===== src/rtl/s2p_pkg.sv =====
package s2p_pkg;

    // Drive mode selected by the blanking and polarity controls.
    typedef enum logic [1:0] {
        DM_ALL_HIGH = 2'd0,
        DM_ALL_LOW  = 2'd1,
        DM_INVERT   = 2'd2,
        DM_FOLLOW   = 2'd3
    } drv_mode_e;

endpackage


===== src/rtl/s2p_shift.sv =====
module s2p_shift #(
    parameter int WIDTH = 8
) (
    input  logic             clk,
    input  logic             rst,
    input  logic             ser_in,
    output logic [WIDTH-1:0] sr_q,
    output logic [WIDTH-1:0] sr_d
);

    // Next register value: new bit enters position 0.
    always_comb begin
        sr_d = {sr_q[WIDTH-2:0], ser_in};
    end

    always_ff @(posedge clk) begin
        if (rst) begin
            sr_q <= '0;
        end else begin
            sr_q <= sr_d;
        end
    end

endmodule


===== src/rtl/s2p_latch.sv =====
module s2p_latch #(
    parameter int WIDTH = 8
) (
    input  logic             clk,
    input  logic             rst,
    input  logic             lat_pass,
    input  logic [WIDTH-1:0] sr_q,
    input  logic [WIDTH-1:0] sr_d,
    output logic [WIDTH-1:0] hold_q,
    output logic [WIDTH-1:0] lat_q
);

    // The held copy tracks the register's next value while open,
    // so at the moment the latch closes it already matches sr_q.
    always_ff @(posedge clk) begin
        if (rst) begin
            hold_q <= '0;
        end else if (lat_pass) begin
            hold_q <= sr_d;
        end
    end

    // Transparent path: open latch shows the live register.
    always_comb begin
        lat_q = lat_pass ? sr_q : hold_q;
    end

endmodule


===== src/rtl/s2p_mode_dec.sv =====
module s2p_mode_dec
    import s2p_pkg::*;
(
    input  logic      blank_n,
    input  logic      pol_n,
    output drv_mode_e mode
);

    always_comb begin
        unique case ({blank_n, pol_n})
            2'b00:   mode = DM_ALL_HIGH;
            2'b01:   mode = DM_ALL_LOW;
            2'b10:   mode = DM_INVERT;
            default: mode = DM_FOLLOW;
        endcase
    end

endmodule


===== src/rtl/s2p_out_ctl.sv =====
module s2p_out_ctl
    import s2p_pkg::*;
#(
    parameter int WIDTH = 8
) (
    input  drv_mode_e        mode,
    input  logic             hiz_n,
    input  logic [WIDTH-1:0] lat_q,
    output logic [WIDTH-1:0] drive,
    output logic [WIDTH-1:0] drive_en
);

    for (genvar g = 0; g < WIDTH; g++) begin : g_chan
        always_comb begin
            unique case (mode)
                DM_ALL_HIGH: drive[g] = 1'b1;
                DM_ALL_LOW:  drive[g] = 1'b0;
                DM_INVERT:   drive[g] = ~lat_q[g];
                DM_FOLLOW:   drive[g] = lat_q[g];
                default:     drive[g] = lat_q[g];
            endcase
        end
        // High impedance overrides every drive mode.
        assign drive_en[g] = hiz_n;
    end

endmodule


===== src/rtl/s2p_latch_drv.sv =====
module s2p_latch_drv
    import s2p_pkg::*;
#(
    parameter int WIDTH = 8
) (
    input  logic             clk,
    input  logic             rst,
    input  logic             ser_in,
    input  logic             lat_pass,
    input  logic             blank_n,
    input  logic             pol_n,
    input  logic             hiz_n,
    output logic [WIDTH-1:0] drive,
    output logic [WIDTH-1:0] drive_en,
    output logic             ser_out
);

    logic [WIDTH-1:0] sr_q;
    logic [WIDTH-1:0] sr_d;
    logic [WIDTH-1:0] hold_q;
    logic [WIDTH-1:0] lat_q;
    drv_mode_e        mode;

    s2p_shift #(.WIDTH(WIDTH)) i_shift (
        .clk    (clk),
        .rst    (rst),
        .ser_in (ser_in),
        .sr_q   (sr_q),
        .sr_d   (sr_d)
    );

    s2p_latch #(.WIDTH(WIDTH)) i_latch (
        .clk      (clk),
        .rst      (rst),
        .lat_pass (lat_pass),
        .sr_q     (sr_q),
        .sr_d     (sr_d),
        .hold_q   (hold_q),
        .lat_q    (lat_q)
    );

    s2p_mode_dec i_mode (
        .blank_n (blank_n),
        .pol_n   (pol_n),
        .mode    (mode)
    );

    s2p_out_ctl #(.WIDTH(WIDTH)) i_out (
        .mode     (mode),
        .hiz_n    (hiz_n),
        .lat_q    (lat_q),
        .drive    (drive),
        .drive_en (drive_en)
    );

    assign ser_out = sr_q[WIDTH-1];

endmodule


===== config.mk =====
export PLATFORM = sky130hd
export DESIGN_NAME = s2p_latch_drv
export DESIGN_NICKNAME = d
export VERILOG_FILES = /design/src/rtl/s2p_pkg.sv /design/src/rtl/s2p_shift.sv /design/src/rtl/s2p_latch.sv /design/src/rtl/s2p_mode_dec.sv /design/src/rtl/s2p_out_ctl.sv /design/src/rtl/s2p_latch_drv.sv
export SDC_FILE = /design/constraint.sdc
export NUM_CORES = 1
export LEC_CHECK = 0
export ABC_AREA = 1
export BUFFER_PORTS_ARGS = -buffer_cell sky130_fd_sc_hd__buf_2
export CORE_MARGIN = 8
export CORE_UTILIZATION = 48
export CTS_CLUSTER_DIAMETER = 200
export CTS_CLUSTER_SIZE = 28
export DETAILED_ROUTE_END_ITERATION = 8
export HOLD_SLACK_MARGIN = 0.1
export PLACE_DENSITY = 0.84
export SETUP_SLACK_MARGIN = 0.1
export SLEW_MARGIN = 20
export SYNTH_ARGS = -nofsm -noshare
export SYNTH_HDL_FRONTEND = slang
export SYNTH_SLANG_ARGS = --single-unit

===== constraint.sdc =====
create_clock -name clk -period 0.9 [get_ports clk]
set_input_delay 0.18 -clock clk [delete_from_list [all_inputs] [get_ports clk]]
set_output_delay 0.18 -clock clk [all_outputs]
set_load 0.05 [all_outputs]

# Yosys cells after proc, flatten, opt, wreduce, memory -nomap -nowiden
# Index checks and enable logic that the tools add are counted.
# totals
regBits,16
in_bits,7
elab_cells,27
output_inout_bits,17
# op_classes
n_mux,10
n_reduce_logical,2
bitwise,8
n_eq_ne,5
# op_table
op,count
1-bit one-hot mux with 4 select lines,8
8-bit 2-to-1 mux,1
1-bit inverter,8
"2-bit == test, second input constant",3
2-bit one-hot mux with 3 select lines,1
"2-bit by 1-bit == test with 1-bit output, second input constant",2
2-bit zero test,2

# Depth between registers and ports, before layout
# Gate-level depths: netlist of run 1.
# logic_depth
ltp_word,4
ltp_mapped,7
mapped_depth_nobuf,6

# Cells and area by module
# From an unflattened synthesis of run 1, not the netlist that was laid out.
# unflattened
cells_unflattened,133
area_unflattened_um2,944.7
# by_module_without_submodules
module,area_per_inst_um2,instances,cells_each,seq_area_each_um2
s2p_latch,366.6,1,52,160.2
s2p_shift,291.5,1,33,160.2
s2p_out_ctl,279.0,1,46,0.0
s2p_mode_dec,7.5,1,2,0.0

# Worst setup path after synthesis of run 1
# Ideal clock, no wire load.
# synth_path
path_kind,flip-flop to output port
from,register i_shift.sr_q[7]
to,output drive[7]
t_required_ns,0.720
t_arrival_ns,1.224
path_stages_with_launch,4
n_path_buf,0
path_slack_ns,-0.504
path_cell_list,dfxtp_1 -> nand2_1 -> nand3_1 -> nand3_1
# synth_via
elab_chain_len,3
# synth_lines
element,line_no,rtl
start: declaration,s2p_shift.sv:7,"output logic [WIDTH-1:0] sr_q,"
start signal: assignment,s2p_shift.sv:20,sr_q <= sr_d;
8-bit 2-to-1 mux *,s2p_latch.sv:25,lat_q = lat_pass ? sr_q : hold_q;
1-bit inverter,s2p_out_ctl.sv:18,DM_INVERT: drive[g] = ~lat_q[g];
1-bit one-hot mux with 4 select lines *,s2p_out_ctl.sv:15,unique case (mode)
end: declaration,s2p_latch_drv.sv:13,"output logic [WIDTH-1:0] drive,"
# Mark *: on every way between the ends. The rest lies on a longest branch, timed or not.

# Worst setup path in the final report of run 1
# layout_path
from,register i_shift.sr_q[0]
to,output drive[0]
# Same word-level chain as after synthesis.

==> results of run 1 <==
-- cell usage after synthesis --
| master | instances | share of area |
|---|---|---|
| buf_2 | 1 | 0.0063 |
| a21oi_1 | 8 | 0.050 |
| inv_2 | 1 | 0.0047 |
| inv_1 | 16 | 0.076 |
| nand2_1 | 37 | 0.17 |
| inv_8 | 1 | 0.014 |
| nor2_1 | 9 | 0.043 |
| dfxtp_1 | 16 | 0.40 |
| nand3_1 | 10 | 0.063 |
| buf_6 | 2 | 0.028 |
| nand2_2 | 7 | 0.055 |
| clkbuf_2 | 1 | 0.0063 |
| buf_4 | 8 | 0.076 |
-- per-layer routing --
metal / global-route usage / routed length (µm)
met5: 0 / 0
met2: 0.1975 / 937
met4: 0.06186 / 42
met1: 0.1096 / 678
met3: 0.04270 / 90
-- critical path, cell delays in order, from the launching register on --
cell	delay, ps
dfxtp_2	340
nand2_2	70
nand2_2	90
nand2_1	80
nand2_2	90
clkinvlp_4	70
buf_6	150
-- sequential cells by signal (all words and copies together) (netlist names) --
name            flops
i_shift.sr_q        8
i_latch.hold_q      8
-- power groups by stage --
stage / Combinational (µW) / Sequential (µW) / Clock, µW
3_3_place_gp: 289 / 741 / 0
4_1_cts: 349 / 726 / 409
5_1_grt: 384 / 729 / 436
3_5_place_dp: 295 / 742 / 0
6_report: 359 / 727 / 397
2_1_floorplan: 340 / 741 / 0
-- cell families after synthesis --
kind of cell           synth area share
flip-flops                       0.4032
AND/OR/NAND/NOR                  0.3354
AO/OA/AOI/OAI                   0.05040
buffers and inverters            0.2110
-- timing repair --
item / in CTS / in global routing
hold buffers: 1 / 0
gates resized for setup: 32 / 8
pin swaps: 4 / 6
buffers inserted: 1 / 1
endpoints found under the setup margin: 9 / 12
hold endpoints to repair: 1 / 0
-- worst paths after layout --
| check | cells after the start | endpoint | startpoint |
|---|---|---|---|
| worst min-delay path | 2 | i_latch.hold_q[1]$_SDFFE_PP0P_ | rst |
| worst max register to register | 4 | i_latch.hold_q[2]$_SDFFE_PP0P_ | i_shift.sr_q[1]$_SDFF_PP0_ |
| worst max-delay path | 6 | drive[0] | i_shift.sr_q[0]$_SDFF_PP0_ |
| worst min register to register | 2 | i_shift.sr_q[7]$_SDFF_PP0_ | i_shift.sr_q[6]$_SDFF_PP0_ |
-- layout make-up --
class                      instances  area (µm²)
inverter                          18       97.59
fill                             111       384.1
tap                               16       20.02
sequential                        16       332.8
clock buffer                       4       26.28
timing repair buffer              30       267.8
multi-input combinational         71       395.4
-- through the flow --
stage | total power [µW] | util | setup TNS [ps]
finish | 1483 | 0.7479 | -3413
global route | 1548 | 0.7479 | -4017
CTS | 1484 | 0.7274 | -3485
detailed placement | 1037 | 0.6404 | -2780
global placement | 1031 | 0.6404 | -2502
floorplan | 1081 | - | -769.8
==> results.md, run 1 <==
- GPL Wtd Cong: ~0.80
- Worst hold slack: ~240 ps
- Peak supply drop: between 1 and 1.5 mV
- Failing checks: negative setup slack
- R2R setup slack: 20 ps
- Dpl ws: -380.5 ps
- Die Area: 3213 µm²
- Layout cell share with drive strength beyond 1: 0.5612
- Max Freq: 737.6 MHz
- Final HPWL DP: between 1000 and 1500 µm
- Critical Path Fanout Max: 3
- Max-slew violations: 0
- Most common cell after layout, fill and taps aside: nand2_2
- Vias in the first global route: just over 700
- Setup slack after layout: -455.7 ps
- CTS clk-pin slew, worst paths: ~90 ps
- Number of CTS-inserted buffers: 3
- Non-filler cells, final: about 160
- Post-DRT Antenna Nets: 0
- Share of power burned in registers: 0.490
- Yosys reg bits: 16
- Clock Root Buffer: clkbuf_4
- Syn Nets: roughly 120
- Core region area: between 1500 and 2000 µm²
- Worst path required time: between 700 and 800 ps
- Most frequent cells in the layout: nand2_2, nand2_1, buf_4
- Fin crit period: ~1400 ps
- Combinational group share of total power: 0.242
- RSZ-0062 raised after global routing: true
- First-pass GRT wire length: ~3000 µm
- Synthesized area: around 790 µm²
- Vias post-DR: 731
- Routed wire length: between 1500 and 2000 µm
- Yosys cell types: 13
- Kind of critical path: flip-flop to output port
- Clock power frac: 0.268
- Initial antenna violation count: 0
- Number of port buffers: 14
- Register area share after synthesis: 0.4031
- Sw Ratio: 0.3073
- Placed Area: between 900 and 1000 µm²
- CTS max path bufs: 2
- Largest net degree at the start of global routing: 17
- Crit path DAT: about 1200 ps
- Final net count: between 100 and 150
- GRT Overall Usage: 0.1124
- P_leak: 0.0005389 µW
- Drt pass-1 iters: 4
- DIE HEIGHT: 56.69 µm
- I/O pin count: 24
- Initial core utilization: 0.5213
- Status: complete, but fails checks
- N_diodes: 0
- Syn. warnings: 0
- Clock skew: approximately 1.6 ps
- P_int: 1027 µW
- Die X: roughly 57 µm
- Post-synthesis cell count: 117
- DR vias/cell: ~4.7
- P per Cell Area: 1301 nW/µm²
- Slew headroom: 0.8052
- Final period util: 1.506
- WL per Instance: ~11 µm
- Final Hold Fails: 0
- Post-layout instance area: 1140 µm²
- Synthesized area per cell: slightly below 7 µm²
- Final setup violating endpoints: 9
- DR DRC count: 0
- Clk sinks: 16
- Startpoint types: flip-flop
- H-tree depth: 1
- Post-Place Cells: 148
- Site Rows: 14
- Setup crit end kind: output port
- Switching pwr: 455.6 µW
- Area growth, synth to finish: 43.46%
- Max_cap viols: 0
- Worst-skew pair later-pin latency: approximately 290 ps
- HP Class: input pin to flip-flop
- CTS tree: done
- Grt total ovfl: 0
- DRT iter0 DRCs: 8
- Worst-margin pin slew: 292.3 ps
Note: power is estimated with default switching activity, not from simulation.
==> run 2: changes to the inputs <==
--- a/config.mk
+++ b/config.mk
@@ -8,12 +8,12 @@
 export ABC_AREA = 1
 export BUFFER_PORTS_ARGS = -buffer_cell sky130_fd_sc_hd__buf_2
 export CORE_MARGIN = 8
-export CORE_UTILIZATION = 48
+export CORE_UTILIZATION = 52
 export CTS_CLUSTER_DIAMETER = 200
 export CTS_CLUSTER_SIZE = 28
 export DETAILED_ROUTE_END_ITERATION = 8
 export HOLD_SLACK_MARGIN = 0.1
-export PLACE_DENSITY = 0.84
+export PLACE_DENSITY = 0.9
 export SETUP_SLACK_MARGIN = 0.1
 export SLEW_MARGIN = 20
 export SYNTH_ARGS = -nofsm -noshare
==> constraint.sdc (replaced) <==
create_clock -name clk -period 1.58 [get_ports clk]
set_input_delay 0.316 -clock clk [delete_from_list [all_inputs] [get_ports clk]]
set_output_delay 0.316 -clock clk [all_outputs]
set_load 0.05 [all_outputs]
==> run 2 against run 1 <==
Net effect:
- the flow now finishes without violations
- sequential share of layout area is 8.2 points higher
- via count is 8.8% lower
- cell count is 11% lower
- final area is 23% lower
- clock power is 48% lower
- die area is 5.5% lower
- worst hold slack better by 17 ps
- register-to-register slack better by 920 ps
- non-clock buffer count is 16 lower
- global-route usage is 1.6 points lower
- sequential power is 43% lower
- highest routed layer unchanged
==> results.md, run 2 (same netlist as run 1, synthesis figures left out) <==
- Setup slack after layout: around 160 ps
- Kind of critical path: input pin to output port
- Largest net degree at the start of global routing: 17
- Post-CTS setup buffer count: 0
- Most frequent CP cell: nand2_1
- Site Rows: 14
- Critical-path cell list: clkbuf_4 > inv_8 > nand2_1 > nand2_1 > nand2_1 > nand3_2 > clkbuf_4
- Final net count: around 130
- Setup tns final: 0 ps
- Final Hold Fails: 0
- I/O pin count: 24
- DR vias/cell: 4.833
- CP max-delay cell: clkbuf_4
- Max Freq: 705.3 MHz
- Clock skew: ~4.6 ps
- Worst path required time: 1260 ps
- Final setup violating endpoints: 0
- DRT iter0 DRCs: 12
- Critical Path Fanout Max: 10
- Vias post-DR: ~670
- HP Class: input pin to flip-flop
- First-pass GRT wire length: around 2200 µm
- Worst-margin pin slew: 259.7 ps
- Number of CTS-inserted buffers: 3
- Peak supply drop: roughly 0.64 mV
- Final HPWL DP: around 1100 µm
- Drt pass-1 iters: 4
- Die Area: ~3000 µm²
- H-tree depth: 1
- Post-DRT Antenna Nets: 0
- DIE HEIGHT: 55.09 µm
- Grt total ovfl: 0
- Startpoint types: input pin
- RSZ-0062 raised after global routing: true
- Fin crit period: 1418 ps
- Die X: 55.09 µm
- Routed wire length: around 1500 µm
- Worst-skew pair later-pin latency: about 280 ps
- Final period util: 0.8973
- Vias in the first global route: between 500 and 600
- WL per Instance: about 11 µm
- Multi-input combinational cell area: ~320 µm²
- Clk sinks: 16
- N_diodes: 0
- P per Cell Area: about 890 nW/µm²
- Layout cell share with drive strength beyond 1: 0.2787
- Status: complete, no violations
- CP delay by family, top: buffers and inverters
- Initial antenna violation count: 0
- Area growth, synth to finish: 9.764%
- Max_cap viols: 0
- DR DRC count: 0
- Crit path DAT: 1100 ps
- Number of port buffers: 14
- Post-layout util: 0.5927
- FILL cells: between 100 and 150
- CTS tree: done
- Initial core utilization: 0.5400
- Clock Root Buffer: clkbuf_4
- Worst path bufs/invs: 3
- Most common cell after layout, fill and taps aside: nand2_1
- GRT Overall Usage: 0.09618
- CTS clk-pin slew, worst paths: 80 ps
- CTS max path bufs: 2
- Setup crit end kind: output port
- P_leak: around 0.00047 µW
- Maximum cell stage delay along the critical path: between 200 and 250 ps
- Slew headroom: 0.8269
- GPL Wtd Cong: approximately 0.82
- Dpl ws: about 100 ps
- Largest regs: i_latch.hold_q (8), i_shift.sr_q (8)
- Most frequent cells in the layout: nand2_1, inv_1, dfxtp_1
- Max-slew violations: 0
- FF/Latch Area: 326.6 µm²
- Core region area: around 1500 µm²
-- run 2: path summary, 6_finish.rpt --
check                        startpoint                        endpoint  slack [ps]  cells after the start
max                            lat_pass                        drive[7]         160                      7
min                              ser_in      i_shift.sr_q[0]$_SDFF_PP0_         250                      3
max reg2reg  i_shift.sr_q[6]$_SDFF_PP0_  i_latch.hold_q[7]$_SDFFE_PP0P_         940                      2
min reg2reg  i_shift.sr_q[1]$_SDFF_PP0_      i_shift.sr_q[2]$_SDFF_PP0_         420                      2
-- run 2: report_power, final --
group | internal, µW | switching (µW) | total (µW)
clock | 88.3 | 118 | 206
combinational | 48.3 | 107 | 156
sequential | 411 | 3.53 | 415
-- run 2: cell type report --
class                           count  area share
Tap cell                           16     0.02296
Sequential cell                    16      0.3745
Multi-Input combinational cell     71      0.3630
Clock buffer                        3     0.02582
Inverter                           18     0.08608
Timing Repair Buffer               14      0.1277
-- run 2: stage by stage --
stage | hold WS [ps] | power (µW) | instances | area, µm²
3_5_place_dp | 418.7 | 561.6 | 135 | 797.0
2_1_floorplan | 403.1 | 591.7 | 117 | 799.5
3_3_place_gp | 412.9 | 559.5 | 135 | 797.0
5_1_grt | 244.6 | 813.2 | 138 | 872.1
6_report | 253.1 | 776.4 | 138 | 872.1
4_1_cts | 250.2 | 760.8 | 138 | 827.0
-- run 2: what timing repair did --
action	CTS	global route
gates cloned	0	0
hold buffers	0	0
resized for setup	3	22
endpoints found under the setup margin	3	8
-- run 2: routing by layer --
metal | part of all wire | GRT usage | vias up
met5 | 0 | 0 | -
met4 | 0.0088 | 0.05200 | 0
met3 | 0.060 | 0.01604 | 2
met2 | 0.50 | 0.1623 | 16
met1 | 0.43 | 0.1128 | 295
li1 | - | - | 354
-- run 2: worst register-to-register path, delay by kind of cell, from the launching register on --
family          cells  cell delay [ps]
compound gates      1              140
flops               1              360
simple gates        1               80
==> run 3: changes to the inputs <==
--- a/config.mk
+++ b/config.mk
@@ -5,7 +5,7 @@
 export SDC_FILE = /design/constraint.sdc
 export NUM_CORES = 1
 export LEC_CHECK = 0
-export ABC_AREA = 1
+export ABC_AREA = 0
 export BUFFER_PORTS_ARGS = -buffer_cell sky130_fd_sc_hd__buf_2
 export CORE_MARGIN = 8
 export CORE_UTILIZATION = 52
==> run 3 against run 2 <==
Net effect:
- the run now ends with negative setup slack left
- wire length grew 11%
- count of clock-buffer cells in the layout rose by 1
- worst hold slack gained 19 ps
- sequential share of layout area decreased by 9.4 points
- critical path depth decreased by 3
- combinational power is 22% higher
- via count decreased by 17%
- synthesized area unchanged
- first-iteration DRC count decreased by 50%
- non-clock buffer count increased by 12
- cell count is 19% lower
- maximum frequency fell by 13%
- critical path type is now flip-flop to output port
- highest routed layer unchanged
==> results.md, run 3 <==
- Kind of critical path: flip-flop to output port
- CTS clk-pin slew, worst paths: roughly 90 ps
- Final period util: 1.031
- Largest regs: i_latch.hold_q (8), i_shift.sr_q (8)
- Layout cell share with drive strength beyond 1: 0.7083
- Initial antenna violation count: 0
- Post-synthesis cell count: just under 80
- Site Rows: 14
- Die Area: 3035 µm²
- P_leak: roughly 0.00055 µW
- Setup crit end kind: output port
- Clk sinks: 16
- Area leader, netlist: dfxtp_1
- Setup slack after layout: -49.16 ps
- Post-synth top cells: dfxtp_1, buf_4, nor2_1, nor2b_1, xor2_1
- Syn Nets: 86
- Clock skew: 9.759 ps
- Post-layout instance area: about 1200 µm²
- Core region area: 1471 µm²
- CTS max path bufs: 2
- WL per Instance: between 10 and 15 µm
- Placed Area: around 960 µm²
- Routed wire length: 1642 µm
- Area growth, synth to finish: 51.18%
- GPL Wtd Cong: around 0.71
- HP Class: input pin to flip-flop
- Hold Path End: i_shift.sr_q[0]$_SDFF_PP0_
- Critical Path Fanout Max: 2
- Reg-to-reg endpoint: i_latch.hold_q[6]$_SDFFE_PP0P_
- CTS tree: done
- Final net count: approximately 100
- Critical-path cell list: and2b_2 > o21ai_4 > xor2_4 > buf_6
- Yosys reg bits: 16
- Most common cell in the netlist: dfxtp_1
- GRT Overall Usage: 0.1230
- N_diodes: 0
- Number of port buffers: 14
- Post-layout util: 0.8163
- DR DRC count: 0
- RSZ-0062 raised after global routing: true
- Worst-skew pair later-pin latency: 280 ps
- EDFF count, synth: 0
- Largest net degree at the start of global routing: 17
- Vias post-DR: about 560
- Number of CTS-inserted buffers: 3
- Synth top area share: 0.4031
- Final setup violating endpoints: 8
- Peak supply drop: between 0.5 and 0.6 mV
- Initial core utilization: 0.5400
- R2R setup slack: 630 ps
- Synth top area cells: dfxtp_1, buf_4, mux2_2
- Fin crit period: 1629 ps
- Max_cap viols: 0
- Yosys cell types: 19
- H-tree depth: 1
- Max Freq: between 600 and 700 MHz
- Status: complete, but fails checks
- RR Startpoint: i_shift.sr_q[5]$_SDFF_PP0_
- Worst path required time: 1260 ps
- Total power: just under 900 µW
- Grt total ovfl: 0
- P per Cell Area: 722.0 nW/µm²
- CP delay by family, top: flip-flops
- Predominant post-synthesis flop cell: dfxtp_1
- Worst-margin pin slew: approximately 740 ps
- Final Hold Fails: 0
- Startpoint types: flip-flop
- Post-CTS Hold Buffers: 0
- Max-slew violations: 0
- Die X: between 50 and 60 µm
- Worst Min Path Start: ser_in
- Synthesized area per cell: 10.06 µm²
- Hold depth: 2
- Most common cell after layout, fill and taps aside: dfxtp_2
- Synthesized area: 794.5 µm²
- Failing checks: negative setup slack
- Crit path DAT: approximately 1300 ps
- CP max-delay cell: dfxtp_1
- Clock Root Buffer: clkbuf_4
- First-pass GRT wire length: ~2700 µm
- Slew headroom: 0.5066
- DIE HEIGHT: between 50 and 60 µm
- Reg2Reg Depth: 4
- Worst path bufs/invs: 1
- Vias in the first global route: 592
- Setup tns final: -238.1 ps
- Post-DRT Antenna Nets: 0
- Maximum cell stage delay along the critical path: approximately 320 ps
- Final HPWL DP: approximately 1100 µm
- DRT iter0 DRCs: 6
- Most frequent cells in the layout: dfxtp_2, buf_4, buf_6
- Syn. warnings: 0
- I/O pin count: 24
- DR vias/cell: 4.955
- Ys async rst share: 0
- Drt pass-1 iters: 4
- Register area share after synthesis: 0.4031
run 3: changes by cell type after synthesis, moves of 2 or more:
cell and delta:
clkbuf_1 +2, a21oi_1 -6, inv_1 -15, nand2_1 -31, nand2_2 -6, mux2i_1 +6, nand3_1 -10, nor2b_1 +8
mux2_2 +6, xor2_1 +7
run 3: how the worst max path moves through the flow:
| stage | slack [ps] | cells past startpoint | start | endpoint |
|---|---|---|---|---|
| after floorplan | -20 | 5 | lat_pass | drive[4] |
| after global placement | -240 | 5 | lat_pass | drive[2] |
| after detailed placement | -280 | 5 | lat_pass | drive[5] |
| after CTS | -60 | 4 | i_latch.hold_q[0]$_SDFFE_PP0P_ | drive[0] |
| after global routing | -110 | 4 | i_latch.hold_q[0]$_SDFFE_PP0P_ | drive[0] |
| final | -50 | 4 | i_latch.hold_q[0]$_SDFFE_PP0P_ | drive[0] |
run 3: final cells by class:
type / instances / area, µm²
Multi-Input combinational cell: 49 / 588.1
Clock buffer: 4 / 36.28
Fill cell: 77 / 270.3
Sequential cell: 16 / 336.6
Inverter: 1 / 3.754
Tap cell: 16 / 20.02
Timing Repair Buffer: 26 / 216.5
run 3: repair_timing:
action                                  in CTS  in global routing
endpoints found under the setup margin       8                  8
gates resized for setup                     46                  3
setup buffers                                7                  2
pin swaps                                    1                  0
run 3: logic make-up (layout without fill, tap and decap cells):
group / Yosys count / count (layout) / synth area share
AND/OR/NAND/NOR: 25 / 25 / 0.1575
flip-flops: 16 / 16 / 0.4032
buffers and inverters: 14 / 31 / 0.1386
multiplexers: 13 / 13 / 0.1795
XOR/XNOR: 8 / 8 / 0.09764
AO/OA/AOI/OAI: 3 / 3 / 0.02362
run 3: power by group:
group	switching [µW]	leakage, µW	internal (µW)
clock network	120	0.0000210	140
registers	3.90	0.000136	412
logic	114	0.000394	77.3
total	238	0.000551	629
run 3: stage by stage:
| step | instances | worst slack (ps) | hold WS, ps |
|---|---|---|---|
| 6_report | 112 | -49.16 | 272.3 |
| 5_1_grt | 112 | -107.7 | 285.4 |
| 4_1_cts | 110 | -61.60 | 260.1 |
| 3_5_place_dp | 99 | -277.4 | 458.4 |
| 3_3_place_gp | 99 | -235.9 | 441.8 |
| 2_1_floorplan | 79 | -20.15 | 380.2 |
run 3: routing by layer:
metal,up-vias,track usage,share of wire
li1,270,-,-
met1,267,0.1359,0.39
met2,14,0.2127,0.52
met3,4,0.04813,0.062
met4,0,0.03600,0.025
met5,-,0,0
